===== src/rtl/gpio_pkg.sv =====
package gpio_pkg;

    typedef enum logic [0:0] {
        BUS_IDLE = 1'b0,
        BUS_RESP = 1'b1
    } bus_state_e;

    localparam int ADDR_DATA = 0;
    localparam int ADDR_DIR  = 1;
    localparam int ADDR_PULL = 2;
    localparam int ADDR_FSA  = 3;
    localparam int ADDR_FSB0 = 4;

endpackage


===== src/rtl/gpio_sync.sv =====
module gpio_sync #(
    parameter int W = 8
) (
    input  logic         clk,
    input  logic         rst_n,
    input  logic [W-1:0] d,
    output logic [W-1:0] q
);

    logic [W-1:0] meta_q;
    logic [W-1:0] stab_q;

    always_ff @(posedge clk or negedge rst_n) begin
        if (!rst_n) begin
            meta_q <= '0;
            stab_q <= '0;
        end else begin
            meta_q <= d;
            stab_q <= meta_q;
        end
    end

    assign q = stab_q;

endmodule


===== src/rtl/gpio_regfile.sv =====
module gpio_regfile
    import gpio_pkg::*;
#(
    parameter int NPINS       = 8,
    parameter int SELW        = 2,
    parameter int NGRP        = 2,
    parameter int IN_ONLY_PIN = 7,
    parameter logic [NPINS-1:0] BUS_PIN_MASK = 8'h0F,
    parameter int AW          = 3
) (
    input  logic                  clk,
    input  logic                  rst_n,
    input  logic                  wr_en,
    input  logic                  rd_en,
    input  logic [AW-1:0]         addr,
    input  logic [NPINS-1:0]      wdata,
    input  logic                  bus_mode,
    input  logic [NPINS-1:0]      pin_sync,
    output logic [NPINS-1:0]      rdata,
    output logic                  rvalid,
    output logic [NPINS-1:0]      dir_q,
    output logic [NPINS-1:0]      latch_q,
    output logic [NGRP-1:0]       pull_q,
    output logic [NPINS-1:0]      fsa_q,
    output logic [NPINS*SELW-1:0] fsb_q
);

    localparam logic [NPINS-1:0] INONLY_MASK = (NPINS)'(1) << IN_ONLY_PIN;

    bus_state_e       state_q;
    bus_state_e       state_d;
    logic [NPINS-1:0] lock;
    logic [NPINS-1:0] lat_wmask;
    logic [NPINS-1:0] dir_wmask;
    logic [NPINS-1:0] rd_mux;
    logic [NPINS-1:0] rdata_q;

    assign lock      = bus_mode ? BUS_PIN_MASK : '0;
    assign lat_wmask = ~lock;
    assign dir_wmask = ~lock & ~INONLY_MASK;

    // register writes
    always_ff @(posedge clk or negedge rst_n) begin
        if (!rst_n) begin
            dir_q   <= '0;
            latch_q <= '0;
            pull_q  <= '0;
            fsa_q   <= '0;
            fsb_q   <= '0;
        end else if (wr_en) begin
            if (addr == AW'(ADDR_DATA))
                latch_q <= (latch_q & ~lat_wmask) | (wdata & lat_wmask);
            if (addr == AW'(ADDR_DIR))
                dir_q <= (dir_q & ~dir_wmask) | (wdata & dir_wmask);
            if (addr == AW'(ADDR_PULL))
                pull_q <= wdata[NGRP-1:0];
            if (addr == AW'(ADDR_FSA))
                fsa_q <= wdata;
            for (int k = 0; k < SELW; k++) begin
                if (addr == AW'(ADDR_FSB0 + k))
                    fsb_q[k*NPINS +: NPINS] <= wdata;
            end
        end
    end

    // read selection
    always_comb begin
        rd_mux = '0;
        if (addr == AW'(ADDR_DATA))
            rd_mux = pin_sync & ~lock;
        if (addr == AW'(ADDR_DIR))
            rd_mux = dir_q;
        if (addr == AW'(ADDR_PULL))
            rd_mux = (NPINS)'(pull_q);
        if (addr == AW'(ADDR_FSA))
            rd_mux = fsa_q;
        for (int k = 0; k < SELW; k++) begin
            if (addr == AW'(ADDR_FSB0 + k))
                rd_mux = fsb_q[k*NPINS +: NPINS];
        end
    end

    // bus state register
    always_ff @(posedge clk or negedge rst_n) begin
        if (!rst_n) begin
            state_q <= BUS_IDLE;
            rdata_q <= '0;
        end else begin
            state_q <= state_d;
            if (rd_en)
                rdata_q <= rd_mux;
        end
    end

    // bus next state
    always_comb begin
        unique case (state_q)
            BUS_IDLE: state_d = rd_en ? BUS_RESP : BUS_IDLE;
            BUS_RESP: state_d = rd_en ? BUS_RESP : BUS_IDLE;
        endcase
    end

    // bus outputs
    always_comb begin
        rvalid = (state_q == BUS_RESP);
        rdata  = rdata_q;
    end

endmodule


===== src/rtl/gpio_outmux.sv =====
module gpio_outmux #(
    parameter int NPINS       = 8,
    parameter int NSEL        = 4,
    parameter int SELW        = 2,
    parameter int GROUP       = 4,
    parameter int NGRP        = 2,
    parameter int IN_ONLY_PIN = 7
) (
    input  logic [NPINS-1:0]      dir_q,
    input  logic [NPINS-1:0]      latch_q,
    input  logic [NGRP-1:0]       pull_q,
    input  logic [NPINS-1:0]      fsa_q,
    input  logic [NPINS*SELW-1:0] fsb_q,
    input  logic [NPINS*NSEL-1:0] periph_out,
    output logic [NPINS-1:0]      pin_out,
    output logic [NPINS-1:0]      pin_oe,
    output logic [NPINS-1:0]      pin_pu
);

    for (genvar i = 0; i < NPINS; i++) begin : g_pin
        logic [SELW-1:0] sel;
        logic [NSEL-1:0] cand;
        logic            pval;

        assign sel  = fsb_q[i*SELW +: SELW];
        assign cand = periph_out[i*NSEL +: NSEL];
        assign pval = (int'(sel) < NSEL) ? cand[sel] : 1'b0;

        assign pin_out[i] = fsa_q[i] ? pval : latch_q[i];

        if (i == IN_ONLY_PIN) begin : g_inonly
            assign pin_oe[i] = 1'b0 & dir_q[i];
            assign pin_pu[i] = 1'b0 & pull_q[i/GROUP];
        end else begin : g_io
            assign pin_oe[i] = dir_q[i];
            assign pin_pu[i] = pull_q[i/GROUP] & ~dir_q[i];
        end
    end

endmodule


===== src/rtl/gpio_mux_port.sv =====
module gpio_mux_port #(
    parameter int NPINS       = 8,
    parameter int NSEL        = 4,
    parameter int GROUP       = 4,
    parameter int IN_ONLY_PIN = 7,
    parameter logic [NPINS-1:0] BUS_PIN_MASK = 8'h0F,
    parameter int AW          = 3
) (
    input  logic                  clk,
    input  logic                  rst_n,
    input  logic                  wr_en,
    input  logic                  rd_en,
    input  logic [AW-1:0]         addr,
    input  logic [NPINS-1:0]      wdata,
    output logic [NPINS-1:0]      rdata,
    output logic                  rvalid,
    input  logic                  bus_mode,
    input  logic [NPINS-1:0]      pin_in,
    input  logic [NPINS*NSEL-1:0] periph_out,
    output logic [NPINS-1:0]      pin_out,
    output logic [NPINS-1:0]      pin_oe,
    output logic [NPINS-1:0]      pin_pu
);

    localparam int SELW = $clog2(NSEL);
    localparam int NGRP = NPINS / GROUP;

    logic [NPINS-1:0]      pin_sync;
    logic [NPINS-1:0]      dir_q;
    logic [NPINS-1:0]      latch_q;
    logic [NGRP-1:0]       pull_q;
    logic [NPINS-1:0]      fsa_q;
    logic [NPINS*SELW-1:0] fsb_q;

    gpio_sync #(.W(NPINS)) u_sync (
        .clk   (clk),
        .rst_n (rst_n),
        .d     (pin_in),
        .q     (pin_sync)
    );

    gpio_regfile #(
        .NPINS        (NPINS),
        .SELW         (SELW),
        .NGRP         (NGRP),
        .IN_ONLY_PIN  (IN_ONLY_PIN),
        .BUS_PIN_MASK (BUS_PIN_MASK),
        .AW           (AW)
    ) u_regs (
        .clk      (clk),
        .rst_n    (rst_n),
        .wr_en    (wr_en),
        .rd_en    (rd_en),
        .addr     (addr),
        .wdata    (wdata),
        .bus_mode (bus_mode),
        .pin_sync (pin_sync),
        .rdata    (rdata),
        .rvalid   (rvalid),
        .dir_q    (dir_q),
        .latch_q  (latch_q),
        .pull_q   (pull_q),
        .fsa_q    (fsa_q),
        .fsb_q    (fsb_q)
    );

    gpio_outmux #(
        .NPINS       (NPINS),
        .NSEL        (NSEL),
        .SELW        (SELW),
        .GROUP       (GROUP),
        .NGRP        (NGRP),
        .IN_ONLY_PIN (IN_ONLY_PIN)
    ) u_mux (
        .dir_q      (dir_q),
        .latch_q    (latch_q),
        .pull_q     (pull_q),
        .fsa_q      (fsa_q),
        .fsb_q      (fsb_q),
        .periph_out (periph_out),
        .pin_out    (pin_out),
        .pin_oe     (pin_oe),
        .pin_pu     (pin_pu)
    );

endmodule


===== config.mk =====
export PLATFORM = sky130hd
export DESIGN_NAME = gpio_mux_port
export DESIGN_NICKNAME = d
export VERILOG_FILES = /design/src/rtl/gpio_pkg.sv /design/src/rtl/gpio_sync.sv /design/src/rtl/gpio_regfile.sv /design/src/rtl/gpio_outmux.sv /design/src/rtl/gpio_mux_port.sv
export SDC_FILE = /design/constraint.sdc
export NUM_CORES = 1
export LEC_CHECK = 0
export BUFFER_PORTS_ARGS = -buffer_cell sky130_fd_sc_hd__buf_2
export CORE_MARGIN = 5
export CORE_UTILIZATION = 46
export DETAILED_ROUTE_END_ITERATION = 10
export PLACE_DENSITY = 0.68
export SYNTH_ARGS = -nofsm -noshare
export SYNTH_HDL_FRONTEND = slang
export SYNTH_SLANG_ARGS = --single-unit

===== constraint.sdc =====
create_clock -name clk -period 4.1 [get_ports clk]
set_input_delay 0.82 -clock clk [delete_from_list [all_inputs] [get_ports clk]]
set_output_delay 0.82 -clock clk [all_outputs]
set_load 0.05 [all_outputs]

==> out/metrics.cfg, run 1 <==
[setup_path]
worst_r2r_endpoint = u_regs.rdata[1]$_DFFE_PN0P_
cp.arrival_ps = 1920
required_ps = 3280
crit_type = in2out
rr_startpoint = u_regs.pull_q[1]$_DFFE_PN0P_
rrSetupSlack_ps = 2700
crit_path_end_kind = output pin
start_kind = input port
r2r_cells = 3
path_max_fanout = 1

[yosys]
synth.most_common_cell = dfrtp_1
ys_ff_latch = 66
yosysWarnings = 0
synth_top_area_share = 0.545
seq_area_frac_synth = 0.545
ys_async_sr_fraction = 1.00
synth_compound_area_frac = 0.0615
postSynthAreaPerCell_um2 = 14.0
synthMuxAreaShare = 0.278
synth-simple-area-share = 0.0928
synth-xor-area-share = 0
ys_types = 39
synth_commonest_cells = dfrtp_1, mux2_2, nor2b_1
netlist_area_um2 = 3030
synth_ff_type = dfrtp_1
synth_top_family_by_area = multiplexers
synthAdderAreaFrac = 0
synth-edff-count = 0
synth_largest_area_cell = dfrtp_1
syn_inst = 216
synth_area_leaders = dfrtp_1, mux2_2, mux4_2, nor2b_1, mux2_4

[pwr]
p_int_w = 0.00144
cellLeakagePower_nw = 1.75
pwr_density_cell_nw_per_um2 = 575
clock_power_share = 0.316
p_sw_w = 0.000727
pwr-share-comb = 0.289
ir_drop_mv = 0.293
seq_power_share = 0.395
swShare = 0.336
total_power_w = 0.00216

[clock_tree]
cts-buffers-inserted = 9
holdBufCountCts = 0
clk_path_buf_depth = 2
ctsResizeCount = 0
clk_latency_ps = 340
cts_tree = built
clock-sinks = 66
cts-root-buf = clkbuf_8
cts_setup_buffers = 0
h-tree-depth = 3
clk_pin_slew_worst_paths_ps = 70

[global_route]
grt_pass1_vias = 2229
track_usage = 0.181
grt_overflow_total = 0
grt_pass1_wl_mm = 11.7
antenna_found_initial = 0
grt_max_degree = 43

[timing]
period_needed_ps = 2740
finalHoldViolations = 0
max-slew-margin-rel = 0.392
slew_viol_final = 0
fin_crit_sh = 0.667
setup_viol = 0
rsz0062_at_grt = false
worstMarginPinSlew_ps = 912
tns_ps = 0
fmax_mhz = 366
whs_ps = 351
skew_ps = 7.62

[route]
wl_per_cell_um = 18.6
vias_per_cell = 5.50
vias = 2117
first_iter_violations = 116
ant_nets = 0
wirelength_mm = 7.18
dr.pass1.iters = 4
drc_errors = 0

[die]
die_w_um = 91.2
start_util = 0.475
row_count = 29
die_y_um = 91.2
io-pin-count = 89
core_area_um2 = 6390
die-area_um2 = 8320

[layout]
syn2layout_area_growth_pct = 24.1
nets = 359
layout-drive-gt1-share = 0.542
fillerInstances = 533
finish.utilization = 0.589
antenna_cells = 0

[placement]
dp_hpwl_mm = 5.28
portBuffers = 86
routabilityCongestion = 0.783

[hold_path]
holdPathEnd = u_sync.q[7]$_DFF_PN0_
min_path_cells = 0
hold_path.class = reg2reg
min_from = u_sync.meta_q[7]$_DFF_PN0_

[status]
status = complete, no violations

[flow_run]
maxCapViolCount = 0

==> metrics by stage <==
| step | cell area [um^2] | cells | setup slack, ps |
|---|---|---|---|
| 3_3_place_gp | 3510 | 369 | 1370 |
| 5_1_grt | 3760 | 385 | 1360 |
| 6_report | 3760 | 385 | 1360 |
| 4_1_cts | 3760 | 385 | 1360 |
| 2_1_floorplan | 3040 | 217 | 1630 |
| 3_5_place_dp | 3510 | 369 | 1360 |
==> power by group through the flow <==
stage                     Combinational (W)  Clock, W  Sequential (W)
after floorplan                    0.000399         0        0.000930
after CTS                          0.000631  0.000691        0.000858
final                              0.000624  0.000684        0.000855
after global placement             0.000622         0        0.000863
after detailed placement           0.000629         0        0.000869
after global routing               0.000663  0.000721        0.000873
==> cells by family after synthesis <==
group | Yosys count
multiplexers | 65
AND/OR/NAND/NOR | 43
AO/OA/AOI/OAI | 27
other | 1
buffers and inverters | 14
flip-flops | 66
==> cell usage in the layout (no fill, tap or decap), drive strengths merged, types with 2 or more instances in the layout <==
master	synthesis	layout
conb	1	2
a21o	2	2
nand2	4	4
nand2b	4	4
nor4b	2	2
buf	6	87
clkbuf	6	11
a22oi	2	2
nor2	2	2
a21boi	2	2
nor2b	12	12
nor3b	4	4
mux2	51	51
inv	2	2
nand4b	3	3
and3b	3	3
mux4	9	9
dfrtp	66	66
a31oi	4	4
o22ai	5	5
o21ai	4	4
a211o	2	2
mux2i	5	5
bufinv	0	3
a21oi	2	2
nor3	3	3
clkinv	0	2
==> layout make-up <==
cell class                 count  area, um^2  area share
tap                           77        96.3      0.0256
inverter                       2        7.51     0.00200
sequential                    66        1650       0.439
clock buffer                  11         151      0.0402
timing repair buffer          87         438       0.116
multi-input combinational    137        1320       0.350
clock inverter                 5         100      0.0266
==> metal layers <==
layer	global-route usage	routed length [um]	share of wire	vias up
met2	0.284	3470	0.48	67
met3	0.0438	414	0.058	8
met4	0.0697	77	0.011	0
li1	-	-	-	982
met1	0.244	3210	0.45	1060
met5	0	0	0	-
==> worst max path at each step <==
stage / depth (start not counted) / start / slack, ps / endpoint
after floorplan: 2 / periph_out[3] / 1630 / pin_out[0]
after global placement: 4 / periph_out[11] / 1370 / pin_out[2]
after detailed placement: 4 / periph_out[11] / 1360 / pin_out[2]
after CTS: 4 / periph_out[11] / 1360 / pin_out[2]
after global routing: 4 / periph_out[11] / 1360 / pin_out[2]
final: 4 / periph_out[11] / 1360 / pin_out[2]
==> critical path: stages <==
cell    delay [ps]
buf_2           90
mux4_2         510
mux2_2         290
buf_2          210
(Power assumes the default switching activity.)
==> run 2: changes to the inputs <==
- clock period: 4.1 -> 2.9 ns (I/O delays scaled with it)
==> out/metrics.cfg, run 2 (synthesized netlist as in run 1, its figures left out) <==
[setup_path]
worstPathCellList = mux4_2, mux2_2, buf_2
max_stage_delay_ps = 550  ; +40 ps
crit_path_end_kind = output pin
start_kind = register
cp_slowest_cell = mux4_2
required_ps = 2320  ; -960 ps
path_max_fanout = 3  ; +2
cp.arrival_ps = 1790  ; -130 ps
crit_type = reg2out

[route]
first_iter_violations = 64  ; -45%
ant_nets = 0  ; unchanged
dr.pass1.iters = 4  ; unchanged
wl_per_cell_um = 18.2  ; -2.2%
vias_per_cell = 5.43  ; -1.2%
vias = 2107  ; -0.47%
wirelength_mm = 7.07  ; -1.4%
drc_errors = 0  ; unchanged

[die]
die-area_um2 = 8320  ; unchanged
core_area_um2 = 6390  ; unchanged
start_util = 0.475  ; unchanged
io-pin-count = 89  ; unchanged
row_count = 29  ; unchanged
die_y_um = 91.2  ; unchanged
die_w_um = 91.2  ; unchanged

[layout]
layout_commonest_cell = buf_2
nets = 362  ; +0.84%
final_cell_mix = buf_2, dfrtp_1, mux2_2, nor2b_1
syn2layout_area_growth_pct = 22.9
antenna_cells = 0  ; unchanged
layout-drive-gt1-share = 0.547  ; +0.00442
fillerInstances = 532  ; -0.19%
final_cells = 388  ; +0.78%

[clock_tree]
cts_tree = built
clock-sinks = 66  ; unchanged
h-tree-depth = 3  ; unchanged
clk_path_buf_depth = 2  ; unchanged
ctsResizeCount = 0  ; unchanged
cts-root-buf = clkbuf_8
holdBufCountCts = 0  ; unchanged
clk_pin_slew_worst_paths_ps = 80  ; about the same
clk_latency_ps = 350  ; about the same
cts_setup_buffers = 0  ; unchanged
cts-buffers-inserted = 9  ; unchanged

[timing]
period_needed_ps = 2370
fin_crit_sh = 0.816
rsz0062_at_grt = false
skew_ps = 8.15  ; +0.529 ps
worstMarginPinSlew_ps = 651  ; -261 ps
fmax_mhz = 423
setup_viol = 0  ; unchanged
max-slew-margin-rel = 0.564  ; +0.172
tns_ps = 0  ; unchanged
finalHoldViolations = 0  ; unchanged
slew_viol_final = 0  ; unchanged

[flow_run]
maxCapViolCount = 0  ; unchanged

[global_route]
antenna_found_initial = 0  ; unchanged
grt_pass1_vias = 2268  ; +1.7%
grt_overflow_total = 0  ; unchanged
grt_pass1_wl_mm = 11.9  ; +1.4%
grt_max_degree = 27  ; -37%
track_usage = 0.183  ; +0.00214

[placement]
placedCellCount = 372  ; +0.81%
dp_hpwl_mm = 5.39  ; +2.2%
routabilityCongestion = 0.776  ; -0.81%
portBuffers = 86  ; unchanged

[pwr]
pwr_density_cell_nw_per_um2 = 765  ; +33%
cellLeakagePower_nw = 1.72  ; -1.5%
ir_drop_mv = 0.436  ; +49%
total_power_w = 0.00285  ; +32%

[hold_path]
hold_path.class = in2async

[status]
status = complete, no violations

==> run 2: cell types whose count changed in the layout (fill, tap and decap cells not counted), sizes merged <==
| cell | before | now |
|---|---|---|
| clkinvlp | 0 | 4 |
| clkbuf | 11 | 9 |
| bufinv | 3 | 1 |
| buf | 87 | 90 |
==> run 2: worst paths after layout <==
path / end / from / cells after the start / slack, ps
worst max register to register: u_regs.rdata[1]$_DFFE_PN0P_ / u_regs.pull_q[1]$_DFFE_PN0P_ / 3 / 1510
max in group asynchronous: u_regs.rvalid$_DFF_PN0_ / rst_n / 2 / 2100
min in group clk: u_sync.meta_q[1]$_DFF_PN0_ / pin_in[1] / 1 / 330
worst max-delay path: pin_out[2] / u_regs.fsb_q[4]$_DFFE_PN0P_ / 3 / 530
worst min-delay path: u_sync.meta_q[2]$_DFF_PN0_ / rst_n / 1 / 140
worst min register to register: u_sync.q[6]$_DFF_PN0_ / u_sync.meta_q[6]$_DFF_PN0_ / 0 / 350
==> run 2: per-stage QoR <==
step,util,setup WS (ps),hold slack [ps],cell area [um^2]
floorplan,-,911,284,3040
global placement,0.553,647,333,3530
detailed placement,0.553,643,335,3530
CTS,0.584,489,140,3730
global route,0.584,444,166,3730
finish,0.584,534,135,3730
==> run 2: cell type report <==
class / instances / area (um^2) / share of cell area
clock buffers: 9 / 124 / 0.0332
clock inverters: 7 / 70.1 / 0.0188
inverters: 2 / 7.51 / 0.00201
multi-input cells: 137 / 1320 / 0.353
flip-flops and latches: 66 / 1650 / 0.443
well taps: 77 / 96.3 / 0.0258
repair buffers: 90 / 460 / 0.124
==> run 2: power breakdown <==
part,switching (W),leakage (nW),internal (W)
clock network,0.000363,0.0873,0.000393
logic,0.000544,0.848,0.000341
registers,0.000134,0.789,0.00107
total,0.00104,1.72,0.00181
==> run 2: worst max-delay path: cells and delay by family, from the launching register on <==
kind                   cells  cell delay [ps]
buffers and inverters      1              210
muxes                      2              830
DFF                        1              400
==> run 2: routing by layer <==
layer | vias up | GRT usage | part of all wire
met2 | 71 | 0.281 | 0.47
met4 | 0 | 0.0770 | 0.018
met5 | - | 0 | 0
li1 | 983 | - | -
met3 | 11 | 0.0405 | 0.062
met1 | 1042 | 0.252 | 0.45
